$ cat config.mk
export PLATFORM = sky130hd
export DESIGN_NAME = approx_alu_stage
export DESIGN_NICKNAME = d
export VERILOG_FILES = /design/src/rtl/approx_alu_pkg.sv /design/src/rtl/alu_decode.sv /design/src/rtl/approx_adder.sv /design/src/rtl/approx_mult.sv /design/src/rtl/exact_alu.sv /design/src/rtl/approx_alu_stage.sv
export SDC_FILE = /design/constraint.sdc
export NUM_CORES = 2
export LEC_CHECK = 0
export BUFFER_PORTS_ARGS = -buffer_cell sky130_fd_sc_hd__buf_4
export CAP_MARGIN = 20
export CORE_MARGIN = 4
export CORE_UTILIZATION = 40
export DETAILED_ROUTE_END_ITERATION = 12
export HOLD_SLACK_MARGIN = 0.02
export REMOVE_ABC_BUFFERS = 1
export SLEW_MARGIN = 20
export SYNTH_ARGS = -nofsm -noshare
export SYNTH_HDL_FRONTEND = slang
export SYNTH_SLANG_ARGS = --single-unit
$ cat constraint.sdc
create_clock -name clk -period 8.5 [get_ports clk]
set_input_delay 0.85 -clock clk [delete_from_list [all_inputs] [get_ports clk]]
set_output_delay 0.85 -clock clk [all_outputs]
set_load 0.01 [all_outputs]
$ cat src/rtl/approx_alu_pkg.sv
package approx_alu_pkg;

  localparam logic [6:0] OPC_ARITH_REG = 7'b0110011;

  localparam logic [6:0] F7_BASE   = 7'b0000000;
  localparam logic [6:0] F7_ALT    = 7'b0100000;
  localparam logic [6:0] F7_MULDIV = 7'b0000001;
  localparam logic [6:0] F7_FLIP   = 7'b1000000;

  typedef enum logic [3:0] {
    OP_NONE, OP_ADD, OP_SUB, OP_MUL, OP_SLL, OP_SLT, OP_SLTU,
    OP_XOR, OP_SRL, OP_SRA, OP_OR, OP_AND
  } alu_op_e;

  typedef struct packed {
    alu_op_e    op;
    logic       approx;
    logic       legal;
    logic [4:0] rd;
  } dec_t;

  function automatic logic [31:0] signed_mul_low(input logic [31:0] a, input logic [31:0] b);
    logic signed [63:0] full;
    full = $signed({{32{a[31]}}, a}) * $signed({{32{b[31]}}, b});
    return full[31:0];
  endfunction

endpackage

$ cat src/rtl/alu_decode.sv
module alu_decode
  import approx_alu_pkg::*;
(
  input  logic [6:0] opcode_i,
  input  logic [2:0] funct3_i,
  input  logic [6:0] funct7_i,
  input  logic [4:0] rd_i,
  output dec_t       dec_o
);
  logic [9:0] key;
  assign key = {funct7_i, funct3_i};

  always_comb begin
    dec_o.op     = OP_NONE;
    dec_o.approx = 1'b0;
    if (opcode_i == OPC_ARITH_REG) begin
      case (key)
        {F7_BASE, 3'd0}:             dec_o.op = OP_ADD;
        {F7_BASE, 3'd1}:             dec_o.op = OP_SLL;
        {F7_BASE, 3'd2}:             dec_o.op = OP_SLT;
        {F7_BASE, 3'd3}:             dec_o.op = OP_SLTU;
        {F7_BASE, 3'd4}:             dec_o.op = OP_XOR;
        {F7_BASE, 3'd5}:             dec_o.op = OP_SRL;
        {F7_BASE, 3'd6}:             dec_o.op = OP_OR;
        {F7_BASE, 3'd7}:             dec_o.op = OP_AND;
        {F7_ALT, 3'd0}:              dec_o.op = OP_SUB;
        {F7_ALT, 3'd5}:              dec_o.op = OP_SRA;
        {F7_MULDIV, 3'd0}:           dec_o.op = OP_MUL;
        {F7_BASE ^ F7_FLIP, 3'd0}:   begin dec_o.op = OP_ADD; dec_o.approx = 1'b1; end
        {F7_ALT ^ F7_FLIP, 3'd0}:    begin dec_o.op = OP_SUB; dec_o.approx = 1'b1; end
        {F7_MULDIV ^ F7_FLIP, 3'd0}: begin dec_o.op = OP_MUL; dec_o.approx = 1'b1; end
        default:                     dec_o.op = OP_NONE;
      endcase
    end
    dec_o.legal = (dec_o.op != OP_NONE);
    dec_o.rd    = dec_o.legal ? rd_i : 5'd0;
  end
endmodule

$ cat src/rtl/approx_adder.sv
module approx_adder #(
  parameter int W        = 32,
  parameter int LOW_BITS = 8
) (
  input  logic [W-1:0] a_i,
  input  logic [W-1:0] b_i,
  input  logic         cin_i,
  output logic [W-1:0] sum_o
);
  localparam int HI_BITS = W - LOW_BITS;

  function automatic logic [HI_BITS-1:0] upper_add(input logic [HI_BITS-1:0] x,
                                                   input logic [HI_BITS-1:0] y,
                                                   input logic c);
    return x + y + {{(HI_BITS-1){1'b0}}, c};
  endfunction

  assign sum_o[LOW_BITS-1:0] = a_i[LOW_BITS-1:0] | b_i[LOW_BITS-1:0];
  assign sum_o[W-1:LOW_BITS] = upper_add(a_i[W-1:LOW_BITS], b_i[W-1:LOW_BITS], cin_i);
endmodule

$ cat src/rtl/approx_mult.sv
module approx_mult #(
  parameter int W          = 32,
  parameter int TRUNC_BITS = 4
) (
  input  logic [W-1:0] a_i,
  input  logic [W-1:0] b_i,
  output logic [W-1:0] prod_o
);
  localparam logic [W-1:0] KEEP_MASK = {{(W-TRUNC_BITS){1'b1}}, {TRUNC_BITS{1'b0}}};

  function automatic logic [W-1:0] trunc_mul(input logic [W-1:0] x, input logic [W-1:0] y);
    logic [W-1:0] xm, ym;
    xm = x & KEEP_MASK;
    ym = y & KEEP_MASK;
    return xm * ym;
  endfunction

  assign prod_o = trunc_mul(a_i, b_i);
endmodule

$ cat src/rtl/exact_alu.sv
module exact_alu
  import approx_alu_pkg::*;
#(
  parameter int W = 32
) (
  input  alu_op_e      op_i,
  input  logic [W-1:0] a_i,
  input  logic [W-1:0] b_i,
  output logic [W-1:0] res_o
);
  localparam int SH_BITS = $clog2(W);
  logic [SH_BITS-1:0] shamt;
  assign shamt = b_i[SH_BITS-1:0];

  always_comb begin
    case (op_i)
      OP_ADD:  res_o = a_i + b_i;
      OP_SUB:  res_o = a_i - b_i;
      OP_MUL:  res_o = signed_mul_low(a_i, b_i);
      OP_SLL:  res_o = a_i << shamt;
      OP_SLT:  res_o = {{(W-1){1'b0}}, $signed(a_i) < $signed(b_i)};
      OP_SLTU: res_o = {{(W-1){1'b0}}, a_i < b_i};
      OP_XOR:  res_o = a_i ^ b_i;
      OP_SRL:  res_o = a_i >> shamt;
      OP_SRA:  res_o = $unsigned($signed(a_i) >>> shamt);
      OP_OR:   res_o = a_i | b_i;
      OP_AND:  res_o = a_i & b_i;
      default: res_o = '0;
    endcase
  end
endmodule

$ cat src/rtl/approx_alu_stage.sv
module approx_alu_stage
  import approx_alu_pkg::*;
#(
  parameter int LOA_LOW_BITS  = 8,
  parameter int MUL_TRUNC_BITS = 4
) (
  input  logic        clk,
  input  logic        rst,
  input  logic [31:0] instr_i,
  input  logic [31:0] op_a_i,
  input  logic [31:0] op_b_i,
  output logic [31:0] result_o,
  output logic [4:0]  rd_o,
  output logic        valid_o,
  output logic        approx_o
);
  localparam int W = 32;

  dec_t         dec;
  logic         dec_legal;
  logic         use_approx_path;
  logic         approx_is_sub;
  logic [W-1:0] approx_b;
  logic [W-1:0] approx_sum;
  logic [W-1:0] approx_prod;
  logic [W-1:0] exact_res;
  logic [W-1:0] next_result;
  logic         unused_src_idx;

  assign unused_src_idx = ^instr_i[24:15];

  alu_decode u_dec (
    .opcode_i (instr_i[6:0]),
    .funct3_i (instr_i[14:12]),
    .funct7_i (instr_i[31:25]),
    .rd_i     (instr_i[11:7]),
    .dec_o    (dec)
  );

  assign dec_legal       = dec.legal;
  assign use_approx_path = dec.legal && dec.approx;
  assign approx_is_sub   = (dec.op == OP_SUB);
  assign approx_b        = approx_is_sub ? ~op_b_i : op_b_i;

  approx_adder #(.W(W), .LOW_BITS(LOA_LOW_BITS)) u_aadd (
    .a_i   (op_a_i),
    .b_i   (approx_b),
    .cin_i (approx_is_sub),
    .sum_o (approx_sum)
  );

  approx_mult #(.W(W), .TRUNC_BITS(MUL_TRUNC_BITS)) u_amul (
    .a_i    (op_a_i),
    .b_i    (op_b_i),
    .prod_o (approx_prod)
  );

  exact_alu #(.W(W)) u_exact (
    .op_i  (dec.op),
    .a_i   (op_a_i),
    .b_i   (op_b_i),
    .res_o (exact_res)
  );

  always_comb begin
    if (!dec_legal)
      next_result = '0;
    else if (use_approx_path)
      next_result = (dec.op == OP_MUL) ? approx_prod : approx_sum;
    else
      next_result = exact_res;
  end

  always_ff @(posedge clk) begin
    if (rst) begin
      result_o <= '0;
      rd_o     <= '0;
      valid_o  <= 1'b0;
      approx_o <= 1'b0;
    end else begin
      result_o <= next_result;
      rd_o     <= dec.rd;
      valid_o  <= dec_legal;
      approx_o <= use_approx_path;
    end
  end
endmodule

== Word-level counts from Yosys, hierarchy flattened ==
Index checks and enable logic that the tools add are counted.

* Bits in latches: 0
* Input port bits: 98
* Memory bits (writable): 0
* Memories: 0
* Output and inout bits: 39
* Register bits after elaboration: 39
* Memory bits (read-only): 0

* Div/mod/pow operators: 0
* Eq/ne operators: 25
* Multipliers: 2
* Multiplexer cells: 7
* Reductions and logical operators: 8
* Shifts and indexed selects: 3
* Magnitude comparators: 2
* Bitwise gates (word level): 6
* $add $sub $neg: 4

{| class="wikitable"
|+ Operators with widths
! kind !! count
|-
| $pmux W32 S11 || 1
|-
| $mux W32 || 3
|-
| $lt A32 B32 Y1 || 2
|-
| $pmux W4 S11 || 1
|-
| $eq A10 B3 Y1 const B || 4
|-
| $add A32 B32 Y32 || 1
|-
| $and A32 B32 Y32 || 1
|-
| $mul A32 B32 Y32 || 1
|-
| $not A32 Y32 || 1
|-
| $or A32 B32 Y32 || 1
|-
| $shl A32 B5 Y32 || 1
|-
| $shr A32 B5 Y32 || 1
|-
| $sshr A32 B5 Y32 || 1
|-
| $sub A32 B32 Y32 || 1
|-
| $xor A32 B32 Y32 || 1
|-
| $eq A10 B10 Y1 const B || 3
|-
| $mul A28 B28 Y24 || 1
|-
| $add A24 B1 Y24 || 1
|-
| $add A24 B24 Y24 || 1
|-
| $eq A10 B2 Y1 const B || 2
|-
| $eq A10 B9 Y1 const B || 2
|-
| $eq A4 B3 Y1 const B || 4
|-
| $eq A4 B4 Y1 const B || 4
|-
| $eq A10 B1 Y1 const B || 1
|-
| other kinds (13) || 17
|}

== Logic depth before layout (Yosys ltp) ==
* Word-level depth: 10
* Mapped depth: 31

== Cells and area by module ==
A second synthesis with hierarchy kept.

* Cells, all modules: 4569
* Area total of the unflattened synthesis: 36421.2 um^2

{| class="wikitable"
|+ By module, submodules not included
! module !! cells each !! area each (um^2) !! times used
|-
| exact_alu || 3038 || 23617.7 || 1
|-
| approx_mult || 1055 || 9080.0 || 1
|-
| approx_alu_stage || 232 || 2009.4 || 1
|-
| approx_adder || 202 || 1432.6 || 1
|-
| alu_decode || 42 || 281.5 || 1
|}

== Least setup slack after synthesis ==
OpenSTA, ideal clock, no wires.

* Path type: input to register
* Start: input op_b_i[2]
* End: register result_o[31]
* Arrival: 8.850 ns
* Stages: 31
* Path slack: -0.484 ns
* Cell sequence: inv_1 clkbuf_1 buf_2 buf_1 clkbuf_1 buf_1 nor2_1 fa_1 fa_1 inv_1 fa_1 fa_1 inv_1 fa_1 inv_1 fa_1 inv_1 fa_1 fa_1 ha_1 a21o_1 a21oi_1 nor3b_1 a2bb2oi_1 o21ai_0 o21ai_0 o21ai_0 xnor2_1 nor2_1 a2111oi_2 o22ai_1

* Longest elaborated chain between the ends: 3

{| class="wikitable"
|+ Ends and longest elaborated chain
! item !! RTL line !! text
|-
| start, declared || approx_alu_stage.sv:11 || <nowiki>input logic [31:0] op_b_i,</nowiki>
|-
| $mul A32 B32 Y32 (tied with other cells) || approx_alu_pkg.sv:24 || <nowiki>full = $signed({{32{a[31]}}, a}) * $signed({{32{b[31]}}, b});</nowiki>
|-
| $pmux W32 S11 (*) || exact_alu.sv:16 || <nowiki>case (op_i)</nowiki>
|-
| $mux W32 (*) || approx_alu_stage.sv:68 || <nowiki>else if (use_approx_path)</nowiki>
|-
| end signal, assigned || approx_alu_stage.sv:81 || <nowiki>result_o <= next_result;</nowiki>
|-
| end, declared || approx_alu_stage.sv:12 || <nowiki>output logic [31:0] result_o,</nowiki>
|}

Mark *: on every way between the ends. The rest lies on a longest branch, timed or not.
A chain may end at the register's enable or synchronous reset.

== Worst setup path in the final report ==
* Start: input op_b_i[6]
* End: register result_o[28]

* Longest elaborated chain between the ends: 3

{| class="wikitable"
|+ Ends and longest elaborated chain
! item !! RTL line
|-
| $mul A32 B32 Y32 (tied with other cells) || approx_alu_pkg.sv:24
|-
| $pmux W32 S11 or $mux W32 (tied branches) || exact_alu.sv:16, approx_alu_stage.sv:69
|-
| $mux W32 (*) || approx_alu_stage.sv:68
|}

Marked as above.

==> summary.txt <==
Status
  – Outcome: completed

Timing
  – Endpoints failing setup: 0
  – Final Cycle Share: 0.972
  – Max-slew headroom: 0.124
  – Max-slew violations: 0
  – Unrepaired setup endpoints after global routing: no
  – Final worst path period need: 8.26 ns
  – Final hold vios: 0
  – Worst Max-Slew Pin Slew: 1.30 ns
  – Fmax: 0.121 GHz
  – Setup ws final: 0.237 ns

Logic synthesis
  – Number of synthesized flops with an enable pin: 0
  – Cell taking the most area after synthesis: fa_1
  – Distinct cells, synth: just under 100
  – Synth top area share: 0.363
  – Number of synthesized register bits: 39
  – Ranking of synthesized cells by area: fa_1 (36%), ha_1 (13%), inv_1 (9.0%)
  – Sequential area share after synthesis: 0.0228
  – Yosys warning total: 0
  – Most frequent cells after synthesis: inv_1 (824), fa_1 (621), nor2_1 (568)
  – Synth Flop Type: dfxtp_1
  – Syn Area/Cell: 8.20 sq um
  – Ys async rst share: 0
  – Synthesized area: approximately 34,000 sq um
  – Synth Instances: 4,179
  – Most frequent cell after synthesis: inv_1

Die
  – CORE AREA: 85,100 sq um
  – Num rows: between 100 and 150
  – Die height: between 300 and 400 um
  – DIE WIDTH: between 300 and 400 um
  – Initial Util: 0.402
  – I/O pin total: 137
  – Die area: between 90,000 and 100,000 sq um

Clocking
  – Clock sinks: 39
  – Htree depth: 2
  – Clock slew at reported path FFs: 0.08 ns
  – TritonCTS clock tree: done
  – CTS max path bufs: 2
  – Hold-fix buffers, CTS: 0
  – Clock Tree Root: clkbuf_16
  – CTS buffer count: 5

Worst setup path
  – Startpoint types: input pin
  – WS Path Type: in -> reg
  – CP max FO: 7
  – Critical Path AT: 8.44 ns
  – CP required: 8.68 ns
  – Crit path capture type: flip-flop

Route
  – ANT nets after route: 0
  – Starting DRT DRC Count: 3,554
  – DRC: 0
  – First-pass iteration count of the detailed router: 8
  – Vias/cell: 5.79
  – DR vias: about 32,000
  – DRT Wirelength: 151,000 um
  – Routed len/inst: around 27 um

Placement
  – Routability Congestion: approximately 1
  – IO buf count: 126
  – DP Worst Slack: ~0.054 ns
  – Post-DP HPWL: between 100,000 and 150,000 um

Finish
  – Share of cells above drive strength 1: 0.117
  – Fillers: 8,732
  – Area of the multi-input gates: 29,500 sq um
  – Reg area: 781 sq um
  – Area Growth Syn to Fin: 11.3%
  – Final net count: 5,451

GRT
  – Total global-route track usage: 0.334
  – Grt total ovfl: 0
  – Initial antenna violation count: 6
  – Vias in the first global route: 32,539
  – Pin count of the biggest net entering global routing: about 70
  – First-pass GRT wire length: 220,000 um

Min path
  – Worst hold path type: in -> reg

Job
  – Max Cap Viol: 0
## critical path, cell delays in order
cell and delay, ns:
buf_4 0.16, clkinvlp_4 0.27, buf_4 0.25, nor2_1 0.20, fa_1 0.48, fa_1 0.49, fa_1 0.51, inv_1 0.05
fa_1 0.49, inv_1 0.06, fa_1 0.49, fa_1 0.57, fa_1 0.43, fa_1 0.47, ha_1 0.35, nand4_1 0.09
buf_4 0.17, a2111oi_0 0.38, buf_4 0.23, nor4b_1 0.06, buf_4 0.15, o31ai_1 0.29, buf_4 0.21, nor4b_1 0.06
a21oi_1 0.16, o22ai_1 0.10, nor3_1 0.28, o22ai_1 0.12
## cell usage in the layout (no fill, tap or decap), types with 10 or more instances in the layout
cell	count
mux4_2	44
a211oi_1	32
or3_1	16
and2_1	11
nor2b_1	10
xor2_1	41
o22ai_1	36
a21oi_1	191
nor3_1	39
inv_1	821
a21o_1	43
a22oi_1	14
nor2_1	562
clkinv_1	16
ha_1	355
o21ai_0	135
buf_4	397
nand4_1	16
and3_1	12
o221ai_1	12
a31oi_1	22
nand2b_1	19
o211ai_1	24
o21bai_1	20
a221oi_1	22
fa_1	621
mux2i_1	48
nand2_1	342
a211o_1	13
o31ai_1	12
o21a_1	22
o2111ai_1	11
xnor2_1	141
o21ai_1	13
nand3_1	34
dfxtp_1	39
## cell type report
class | instances | share of cell area
sequential | 39 | 0.0205
tap | 1144 | 0.0375
inverter | 847 | 0.0835
clock buffer | 5 | 0.00328
multi-input combinational | 3080 | 0.772
timing repair buffer | 404 | 0.0818
clock inverter | 3 | 0.000623
antenna | 5 | 0.000328
## layer usage
layer | up-vias | GRT usage | wire length [um] | part of all wire
met5 | - | 0 | 0 | 0
met4 | 0 | 0.184 | 10800 | 0.071
met3 | 481 | 0.0805 | 16700 | 0.11
met2 | 1924 | 0.514 | 65700 | 0.44
met1 | 15860 | 0.433 | 57700 | 0.38
li1 | 13753 | - | - | -
## kinds of logic after synthesis
family,after synthesis,share of synthesized area
and+or+nand+nor,1118,0.139
adders and majority gates,976,0.492
muxes,98,0.0449
buffers and inverters,1060,0.119
DFF,39,0.0228
AOI/OAI and AO/OA,706,0.136
xor gates and xnor gates,182,0.0465
## metrics by stage
step | TNS [ns] | util | hold slack (ns) | cells | instance area (sq um)
after floorplan | -1.34 | - | 0.972 | 3966 | 33400
after global placement | 0 | 0.446 | 1.05 | 5513 | 38000
after detailed placement | 0 | 0.446 | 1.05 | 5513 | 38000
after CTS | 0 | 0.447 | 0.699 | 5521 | 38100
after global routing | 0 | 0.448 | 0.706 | 5522 | 38100
final | 0 | 0.448 | 0.704 | 5527 | 38100
## flip-flops by register name, summed over array words and instances (netlist names)
| register | flops |
|---|---|
| rd_o | 5 |
| valid_o | 1 |
| result_o | 32 |
| approx_o | 1 |
## path summary, 6_finish.rpt
check | start | endpoint | slack [ns] | cells past startpoint
max | op_b_i[6] | result_o[28]$_SDFF_PP0_ | 0.24 | 28
min | instr_i[11] | rd_o[4]$_SDFF_PP0_ | 0.70 | 2
## what timing repair did
action	4_1_cts	5_1_grt
gates resized for setup	0	5
buffers inserted	0	1
endpoints found under the setup margin	0	1
Power is left out: the tool's default activity adds up to more than one toggle a clock period on the data nets, which glitch-free logic cannot reach.
